### config.mk
export PLATFORM = sky130hd
export DESIGN_NAME = sync_slave_rx
export DESIGN_NICKNAME = d
export VERILOG_FILES = /design/src/rtl/sync_rx_pkg.sv /design/src/rtl/sync_rx_cdc.sv /design/src/rtl/sync_rx_shift.sv /design/src/rtl/sync_rx_regs.sv /design/src/rtl/sync_slave_rx.sv
export SDC_FILE = /design/constraint.sdc
export NUM_CORES = 1
export LEC_CHECK = 0
export BUFFER_PORTS_ARGS = -buffer_cell sky130_fd_sc_hd__buf_4
export CAP_MARGIN = 20
export CORE_MARGIN = 3
export CORE_UTILIZATION = 50
export CTS_CLUSTER_DIAMETER = 50
export DETAILED_ROUTE_END_ITERATION = 12
export PLACE_DENSITY = 0.74
export SLEW_MARGIN = 20
export SYNTH_ARGS = -nofsm -noshare
export SYNTH_HDL_FRONTEND = slang
export SYNTH_SLANG_ARGS = --single-unit
### constraint.sdc
create_clock -name clk -period 1.95 [get_ports clk]
set_input_delay 0.195 -clock clk [delete_from_list [all_inputs] [get_ports clk]]
set_output_delay 0.195 -clock clk [all_outputs]
set_load 0.05 [all_outputs]
### src/rtl/sync_rx_pkg.sv
package sync_rx_pkg;
  localparam int DATA_W = 8;
  localparam int WORD_MAX = DATA_W + 1;
  localparam int ADDR_W = 2;
  localparam int CTRL_W = 7;

  localparam logic [ADDR_W-1:0] A_CTRL = 2'd0;
  localparam logic [ADDR_W-1:0] A_STAT = 2'd1;
  localparam logic [ADDR_W-1:0] A_DATA = 2'd2;

  typedef struct packed {
    logic rx_ie;
    logic wide9;
    logic single_rx;
    logic cont_rx;
    logic clk_master;
    logic sync_mode;
    logic port_en;
  } ctrl_t;
endpackage

### src/rtl/sync_rx_cdc.sv
module sync_rx_cdc #(
  parameter int STAGES = 2
) (
  input  logic clk,
  input  logic rst_n,
  input  logic sclk_in,
  input  logic sdat_in,
  output logic rise,
  output logic bit_o
);
  logic [STAGES:0]   clk_pipe_q, clk_pipe_d;
  logic [STAGES-1:0] dat_pipe_q, dat_pipe_d;

  always_comb begin
    clk_pipe_d = {clk_pipe_q[STAGES-1:0], sclk_in};
    dat_pipe_d = {dat_pipe_q[STAGES-2:0], sdat_in};
  end

  always_ff @(posedge clk or negedge rst_n) begin
    if (!rst_n) begin
      clk_pipe_q <= '0;
      dat_pipe_q <= '0;
    end else begin
      clk_pipe_q <= clk_pipe_d;
      dat_pipe_q <= dat_pipe_d;
    end
  end

  // rising edge seen one stage past the synchronizer
  assign rise  = clk_pipe_q[STAGES-1] & ~clk_pipe_q[STAGES];
  assign bit_o = dat_pipe_q[STAGES-1];
endmodule

### src/rtl/sync_rx_shift.sv
module sync_rx_shift #(
  parameter int WORD_MAX = 9,
  localparam int CNT_W = $clog2(WORD_MAX)
) (
  input  logic                clk,
  input  logic                rst_n,
  input  logic                active,
  input  logic                wide9,
  input  logic                rise,
  input  logic                bit_i,
  output logic                word_done,
  output logic [WORD_MAX-1:0] word
);
  logic [CNT_W-1:0]    cnt_q, cnt_d, last;
  logic [WORD_MAX-1:0] sh_q, sh_d, mask;

  always_comb begin
    last = wide9 ? CNT_W'(WORD_MAX - 1) : CNT_W'(WORD_MAX - 2);
    mask = wide9 ? '1 : {1'b0, {(WORD_MAX-1){1'b1}}};
    cnt_d = cnt_q;
    sh_d = sh_q;
    word_done = 1'b0;
    if (!active) begin
      cnt_d = '0;
    end else if (rise) begin
      sh_d[cnt_q] = bit_i;
      if (cnt_q >= last) begin
        word_done = 1'b1;
        cnt_d = '0;
      end else begin
        cnt_d = cnt_q + 1'b1;
      end
    end
    word = sh_d & mask;
  end

  always_ff @(posedge clk or negedge rst_n) begin
    if (!rst_n) begin
      cnt_q <= '0;
      sh_q  <= '0;
    end else begin
      cnt_q <= cnt_d;
      sh_q  <= sh_d;
    end
  end

  AST_CNT_RANGE: assert property (@(posedge clk) disable iff (!rst_n)
    cnt_q <= CNT_W'(WORD_MAX - 1));
  AST_IDLE_CNT: assert property (@(posedge clk) disable iff (!rst_n)
    !active |=> cnt_q == '0);
endmodule

### src/rtl/sync_rx_regs.sv
module sync_rx_regs
  import sync_rx_pkg::*;
(
  input  logic                clk,
  input  logic                rst_n,
  input  logic                reg_wr,
  input  logic                reg_rd,
  input  logic [ADDR_W-1:0]   reg_addr,
  input  logic [CTRL_W-1:0]   reg_wdata,
  input  logic                word_done,
  input  logic [WORD_MAX-1:0] word,
  input  logic                idle_in,
  output ctrl_t               ctrl_q,
  output logic [DATA_W-1:0]   reg_rdata,
  output logic                irq,
  output logic                wake
);
  ctrl_t               ctrl_d;
  logic [WORD_MAX-1:0] data_q, data_d;
  logic                done_q, done_d, ovr_q, ovr_d;
  logic                rd_data, accept;

  always_comb begin
    rd_data = reg_rd && (reg_addr == A_DATA);
    accept  = word_done && !ovr_q;
    ctrl_d  = (reg_wr && reg_addr == A_CTRL) ? ctrl_t'(reg_wdata) : ctrl_q;
    done_d  = done_q;
    data_d  = data_q;
    ovr_d   = ovr_q;
    if (rd_data) done_d = 1'b0;
    if (accept) begin
      if (done_q && !rd_data) begin
        ovr_d = 1'b1;
      end else begin
        data_d = word;
        done_d = 1'b1;
      end
    end
    if (!ctrl_q.cont_rx) ovr_d = 1'b0;
  end

  always_ff @(posedge clk or negedge rst_n) begin
    if (!rst_n) begin
      ctrl_q <= '0;
      data_q <= '0;
      done_q <= 1'b0;
      ovr_q  <= 1'b0;
    end else begin
      ctrl_q <= ctrl_d;
      data_q <= data_d;
      done_q <= done_d;
      ovr_q  <= ovr_d;
    end
  end

  always_comb begin
    case (reg_addr)
      A_CTRL:  reg_rdata = {1'b0, ctrl_q};
      A_STAT:  reg_rdata = {5'b0, data_q[WORD_MAX-1], ovr_q, done_q};
      A_DATA:  reg_rdata = data_q[DATA_W-1:0];
      default: reg_rdata = '0;
    endcase
  end

  assign irq  = done_q & ctrl_q.rx_ie;
  assign wake = irq & idle_in;

  AST_DONE_FALL: assert property (@(posedge clk) disable iff (!rst_n)
    $fell(done_q) |-> $past(rd_data));
  AST_DATA_HOLD: assert property (@(posedge clk) disable iff (!rst_n)
    !word_done |=> $stable(data_q));
  AST_OVR_KEEP: assert property (@(posedge clk) disable iff (!rst_n)
    ovr_q |=> $stable(data_q));
  AST_OVR_STICKY: assert property (@(posedge clk) disable iff (!rst_n)
    (ovr_q && ctrl_q.cont_rx) |=> ovr_q);
  AST_OVR_CLEAR: assert property (@(posedge clk) disable iff (!rst_n)
    !ctrl_q.cont_rx |=> !ovr_q);
endmodule

### src/rtl/sync_slave_rx.sv
module sync_slave_rx
  import sync_rx_pkg::*;
#(
  parameter int SYNC_STAGES = 2
) (
  input  logic              clk,
  input  logic              rst_n,
  input  logic              sclk_in,
  input  logic              sdat_in,
  input  logic              idle_in,
  input  logic              reg_wr,
  input  logic              reg_rd,
  input  logic [ADDR_W-1:0] reg_addr,
  input  logic [CTRL_W-1:0] reg_wdata,
  output logic [DATA_W-1:0] reg_rdata,
  output logic              irq,
  output logic              wake
);
  ctrl_t               ctrl;
  logic                rise, bit_s, active, word_done;
  logic [WORD_MAX-1:0] word;

  // slave reception: synchronous port on, external clock, continuous enable
  assign active = ctrl.port_en & ctrl.sync_mode & ~ctrl.clk_master & ctrl.cont_rx;

  sync_rx_cdc #(.STAGES(SYNC_STAGES)) u_cdc (
    .clk(clk), .rst_n(rst_n), .sclk_in(sclk_in), .sdat_in(sdat_in),
    .rise(rise), .bit_o(bit_s));

  sync_rx_shift #(.WORD_MAX(WORD_MAX)) u_shift (
    .clk(clk), .rst_n(rst_n), .active(active), .wide9(ctrl.wide9),
    .rise(rise), .bit_i(bit_s), .word_done(word_done), .word(word));

  sync_rx_regs u_regs (
    .clk(clk), .rst_n(rst_n), .reg_wr(reg_wr), .reg_rd(reg_rd),
    .reg_addr(reg_addr), .reg_wdata(reg_wdata), .word_done(word_done),
    .word(word), .idle_in(idle_in), .ctrl_q(ctrl), .reg_rdata(reg_rdata),
    .irq(irq), .wake(wake));
endmodule

# [Word-level counts from Yosys, hierarchy flattened]
# Index checks and enable logic that the tools add are counted.
[word_totals] input_bits=16 output_inout_bits=10 regBits=36
[op_classes] n_eq_ne=5 add_sub_neg=1 muxes=20 bitwise_logic=10 order_cmp=3 n_reduce_logical=10
[ops] cell="9-bit 2-to-1 mux" count=3
[ops] cell="8-bit case mux with 3 select lines" count=1
[ops] cell="4-bit 2-to-1 mux" count=4
[ops] cell="1-bit 2-to-1 mux" count=10
[ops] cell="9-bit AND" count=1
[ops] cell="9-bit bitwise mux" count=1
[ops] cell="1-bit AND" count=6
[ops] cell="2-bit inequality test, second input constant" count=3
[ops] cell="1-bit logical AND" count=5
[ops] cell="4-bit by 5-bit < comparator with 1-bit output, second input constant" count=1
[ops] cell="4-bit by 1-bit adder with 4-bit output, second input constant" count=1
[ops] cell="1-bit demux with 4-bit select" count=1
[ops] cell="4-bit by 1-bit greater-or-equal comparator with 1-bit output, second input constant" count=1
[ops] cell="4-bit greater-or-equal comparator" count=1
[ops] cell="2-bit AND reduction" count=2
[ops] cell="1-bit inverter" count=3
[ops] cell="2-bit by 1-bit == test with 1-bit output, second input constant" count=1
[ops] cell="2-bit == test, second input constant" count=1
[ops] cell="1-bit zero test" count=2
[ops] cell="2-bit zero test" count=1

# [Longest topological paths before layout]
[depth] depth_word=8 mapped_depth=6

# [Hierarchy]
# Synthesis repeated with hierarchy kept, for this count alone.
[unflattened] hier_cells=154 hier_area_um2=1873.0
[by_module_without_submodules] mod="sync_rx_regs" instances=1 area_per_inst_um2=864.6 cells_each=67 seq_area_each_um2=450.4
[by_module_without_submodules] mod="sync_rx_shift" instances=1 area_per_inst_um2=859.6 cells_each=80 seq_area_each_um2=325.3
[by_module_without_submodules] mod="sync_rx_cdc" instances=1 area_per_inst_um2=138.9 cells_each=6 seq_area_each_um2=125.1
[by_module_without_submodules] mod="sync_slave_rx" instances=1 area_per_inst_um2=10.0 cells_each=1 seq_area_each_um2=0.0

# [Worst setup path before layout]
# No wires, ideal clock.
[synth_timing] kind="input to output" from="in reg_addr[1]" to="out reg_rdata[0]" stages=3 setup_slack_ps=-62 t_arrival_ps=1817 path_cell_list="clkbuf_1 -> mux2i_1 -> o21ai_0"
[synth_between] elab_chain_cells=2 word_cells_on_any_way=4 classes_between="eq/ne: 2; mux: 1; reduce/logical: 1"
[synth_rtl] element="start, declared" line_no="sync_slave_rx.sv:13" source="input logic [ADDR_W-1:0] reg_addr,"
[synth_rtl] element="2-bit == test (tied with other cells)" line_no="sync_rx_regs.sv:57" source="case (reg_addr)"
[synth_rtl] element="8-bit case mux with 3 select lines (*)" line_no="sync_rx_regs.sv:57"
[synth_rtl] element="end, declared" line_no="sync_slave_rx.sv:15" source="output logic [DATA_W-1:0] reg_rdata,"
# Every way passes the cells marked *; elsewhere a longest branch is shown, timed or not.

# [Final worst setup path]
[layout_timing] from="reg u_shift.cnt_q[3]" to="reg u_regs.data_q[3]"
[layout_between] elab_chain_cells=8 word_cells_on_any_way=15 classes_between="order compare: 3; mux: 8; bitwise: 1; reduce/logical: 3"
[layout_rtl] element="start, declared" line_no="sync_rx_shift.sv:14" source="logic [CNT_W-1:0] cnt_q, cnt_d, last;"
[layout_rtl] element="start signal, assigned" line_no="sync_rx_shift.sv:42" source="cnt_q <= cnt_d;"
[layout_rtl] element="4-bit by 5-bit < comparator with 1-bit output (not written as such) or 4-bit by 1-bit greater-or-equal comparator with 1-bit output (tied branches)" line_no="sync_rx_shift.sv:26" source="sh_d[cnt_q] = bit_i;"
[layout_rtl] element="1-bit logical AND (not written as such)" line_no="sync_rx_shift.sv:26"
[layout_rtl] element="1-bit 2-to-1 mux (not written as such)" line_no="sync_rx_shift.sv:26"
[layout_rtl] element="1-bit demux with 4-bit select (*)"
[layout_rtl] element="9-bit bitwise mux (*)" line_no="sync_rx_shift.sv:26"
[layout_rtl] element="9-bit 2-to-1 mux (*)" line_no="sync_rx_shift.sv:25" source="end else if (rise) begin"
[layout_rtl] element="9-bit 2-to-1 mux (*)" line_no="sync_rx_shift.sv:23" source="if (!active) begin"
[layout_rtl] element="9-bit AND (*)" line_no="sync_rx_shift.sv:34" source="word = sh_d & mask;"
[layout_rtl] element="via u_regs.word[3]" line_no="sync_rx_regs.sv:11" source="input logic [WORD_MAX-1:0] word,"
[layout_rtl] element="end signal, assigned" line_no="sync_rx_regs.sv:50" source="data_q <= data_d;"
[layout_rtl] element="end, declared" line_no="sync_rx_regs.sv:19" source="logic [WORD_MAX-1:0] data_q, data_d;"
# The timed path passes the listed nets; every way through them passes the cells marked *.
# A chain may end at the register's enable or synchronous reset.

==> impl_metrics.yaml <==
timing:
  finalCriticalPeriod_ps: 1900
  worstMarginPinSlew_ps: 633
  finalClockSkew_ps: 10.4
  setup_viol: 0
  final_max_slew_viol_count: 0
  hold_viol: 0
  slew_headroom_pct: 57.6
  fmax_ghz: 0.525
  tns_ps: 0
  finalCritPeriodShare_pct: 97.6
floorplan:
  start_util_pct: 53.0
  die_height_um: 66.0
  io-pin-count: 26
  die-area_sq_mm: 0.00435
  coreArea_sq_mm: 0.00339
  dieWidth_um: 66.0
  rows: 21
routing:
  vias_per_cell: 5.47
  routed_wl_um: 4030
  drc_errors: 0
  wl_per_cell_um: 16.5
  initialDrtViolationCount: 77
  via_count: 1334
  drtAntennaViolNets: 0
  drt_first_pass_iters: 4
logic_synthesis:
  ys_ff_latch: 36
  syn_area_per_cell_sq_um: 11.9
  netlist_top_cells_area: "dfrtp_1 50%, mux2_2 14%, ha_1 5.6%, mux2i_1 4.5%, nand2_1 2.5%"
  synth.distinct_cells: 36
  synth_top_area_cell: "dfrtp_1"
  ys_seq_area_share_pct: 50.1
  ys_async_sr_fraction_pct: 100
  yosys_warnings: 0
  syn_inst: 151
  synth_ff_type: "dfrtp_1"
  netlist_area_sq_mm: 0.00180
  syn_nets: 175
  netlist.area_leader.share_pct: 50.1
  yosysMostFrequentCell: "dfrtp_1"
  synth_edf_count: 0
  yosys-top-cells-count: "36 x dfrtp_1, 22 x mux2_2, 12 x nand2_1"
clock_tree:
  clk-insertion-delay-late_ps: 350
  cts_max_path_buffers: 2
  cts_buffers: 5
  path_clk_slew_ps: 110
  clock_sink_count: 36
  cts_tree: "done"
  cts_max_level: 2
  cts_root_buf: "clkbuf_4"
grt:
  grt_overflow: 0
  grt_start_max_net_pins: 37
  grtUsageTotal_pct: 20.6
  antenna_found_initial: 0
  grt_pass1_vias: 1414
  grt_pass1_wl_um: 6510
pwr:
  finalPower_uw: 1660
  max-vdd-ir-drop_mv: 0.517
  power_density_mw_per_mm2: 708
  p_leak_uw: 0.00110
cells_and_area:
  areaGrowthSynthToFinish_pct: 30.2
  multi_input_area_sq_um: 945
  final_area_sq_mm: 0.00234
  layout-drive-gt1-share_pct: 42.4
  nets: 221
  ff_latch_area_sq_um: 902
  fillerInstances: 238
  diodes: 0
  finalNonFillerCells: 244
placed_design:
  port_buffers: 25
  dp.cells: 232
  dpl.hpwl_um: 2910
  gp_congestion: 0.802
  placed_area_sq_mm: 0.00215
critical_path:
  crit_type: "reg2reg"
  worstSetupStartpointType: "flop"
  required_ps: 2180
  critPathMaxFanout: 6
  reg2reg_slack_ps: 50
  cp-end-kind: "flop"
  arrival_ps: 2130
worst_hold_path:
  hold_class: "in2reg"
flow_run:
  drv_cap: 0
status:
  status: "finished clean"
## critical path: stages (launching register included)
cell and delay, ps:
dfrtp_1 450, buf_4 190, nor4b_2 280, buf_4 180, nand3_1 110, mux2_2 310, mux2_4 270
## power by group
| group | internal (uW) | switching, uW |
|---|---|---|
| clock network | 269 | 255 |
| registers | 791 | 38.3 |
| logic | 145 | 161 |
## final timing paths
path                                     start                  end  depth (start not counted)
setup / recovery              u_shift.cnt_q[3]     u_regs.data_q[3]                          6
max in group asynchronous                rst_n     u_regs.ctrl_q[5]                          2
hold / removal                    reg_wdata[5]     u_regs.ctrl_q[5]                          3
setup reg to reg              u_shift.cnt_q[3]     u_regs.data_q[3]                          6
min in group asynchronous                rst_n         u_regs.ovr_q                          2
hold reg to reg            u_cdc.dat_pipe_q[0]  u_cdc.dat_pipe_q[1]                          0
## timing repair
item / 4_1_cts / 5_1_grt
buffers inserted: 1 / 0
hold buffers: 3 / 0
pin swaps: 1 / 2
hold endpoints to repair: 38 / 0
endpoints found under the setup margin: 8 / 9
gates resized for setup: 1 / 11
## final cells by class
cell class / count / area share (%)
inverters: 6 / 1.07
clock buffers: 6 / 1.76
clock inverters: 2 / 1.50
repair buffers: 42 / 14.3
well taps: 46 / 2.46
multi-input cells: 106 / 40.4
flip-flops and latches: 36 / 38.5
## sequential cells by signal, summed over array words and instances, names as in the netlist
register          flops
u_shift.cnt_q         4
u_regs.data_q         9
u_cdc.dat_pipe_q      2
u_regs.done_q         1
u_shift.sh_q          9
u_cdc.clk_pipe_q      3
u_regs.ctrl_q         7
u_regs.ovr_q          1
## per-stage QoR
step	worst slack [ps]	hold WS, ps	util, %
CTS	15.8	49.1	66.8
detailed placement	4.50	173	63.3
floorplan	29.9	-101	-
global placement	81.6	168	63.3
global route	-8.47	53.4	69.1
finish	46.7	65.8	69.1
## per-layer routing
metal | track usage, % | part of all wire [%] | up-vias
met5 | 0 | 0 | -
met1 | 23.7 | 42 | 662
li1 | - | - | 639
met3 | 5.61 | 2.8 | 7
met2 | 35.8 | 53 | 26
met4 | 8.63 | 2.4 | 0
## logic make-up (layout without fill, tap and decap cells)
| logic type | Yosys count | after routing | synth area share [%] |
|---|---|---|---|
| flops | 36 | 36 | 50.1 |
| compound gates | 18 | 18 | 7.79 |
| simple gates | 50 | 50 | 16.4 |
| buf+inv | 9 | 56 | 1.95 |
| mux | 30 | 30 | 18.2 |
| fa+ha+maj | 8 | 8 | 5.57 |
## cells in the final DEF (no fill, tap or decap), types with 2 or more instances in the layout
cell           netlist  routed
dfrtp_1             36      35
nand4_1              5       5
mux2_2              22      21
o21ai_1              0       3
o211ai_1             2       2
inv_1                6       5
nand2_1             12      12
and3_1               2       2
nor3b_1              2       2
nor2b_1              3       3
o21ai_0              6       3
dlygate4sd3_1        0       3
mux2i_1              8       8
ha_1                 8       4
nor2_1               7       7
buf_4                0      38
clkbuf_4             0       5
and2_1               3       3
ha_4                 0       4
nand3_1              6       6
No activity file was read; power rests on OpenSTA's default activity.
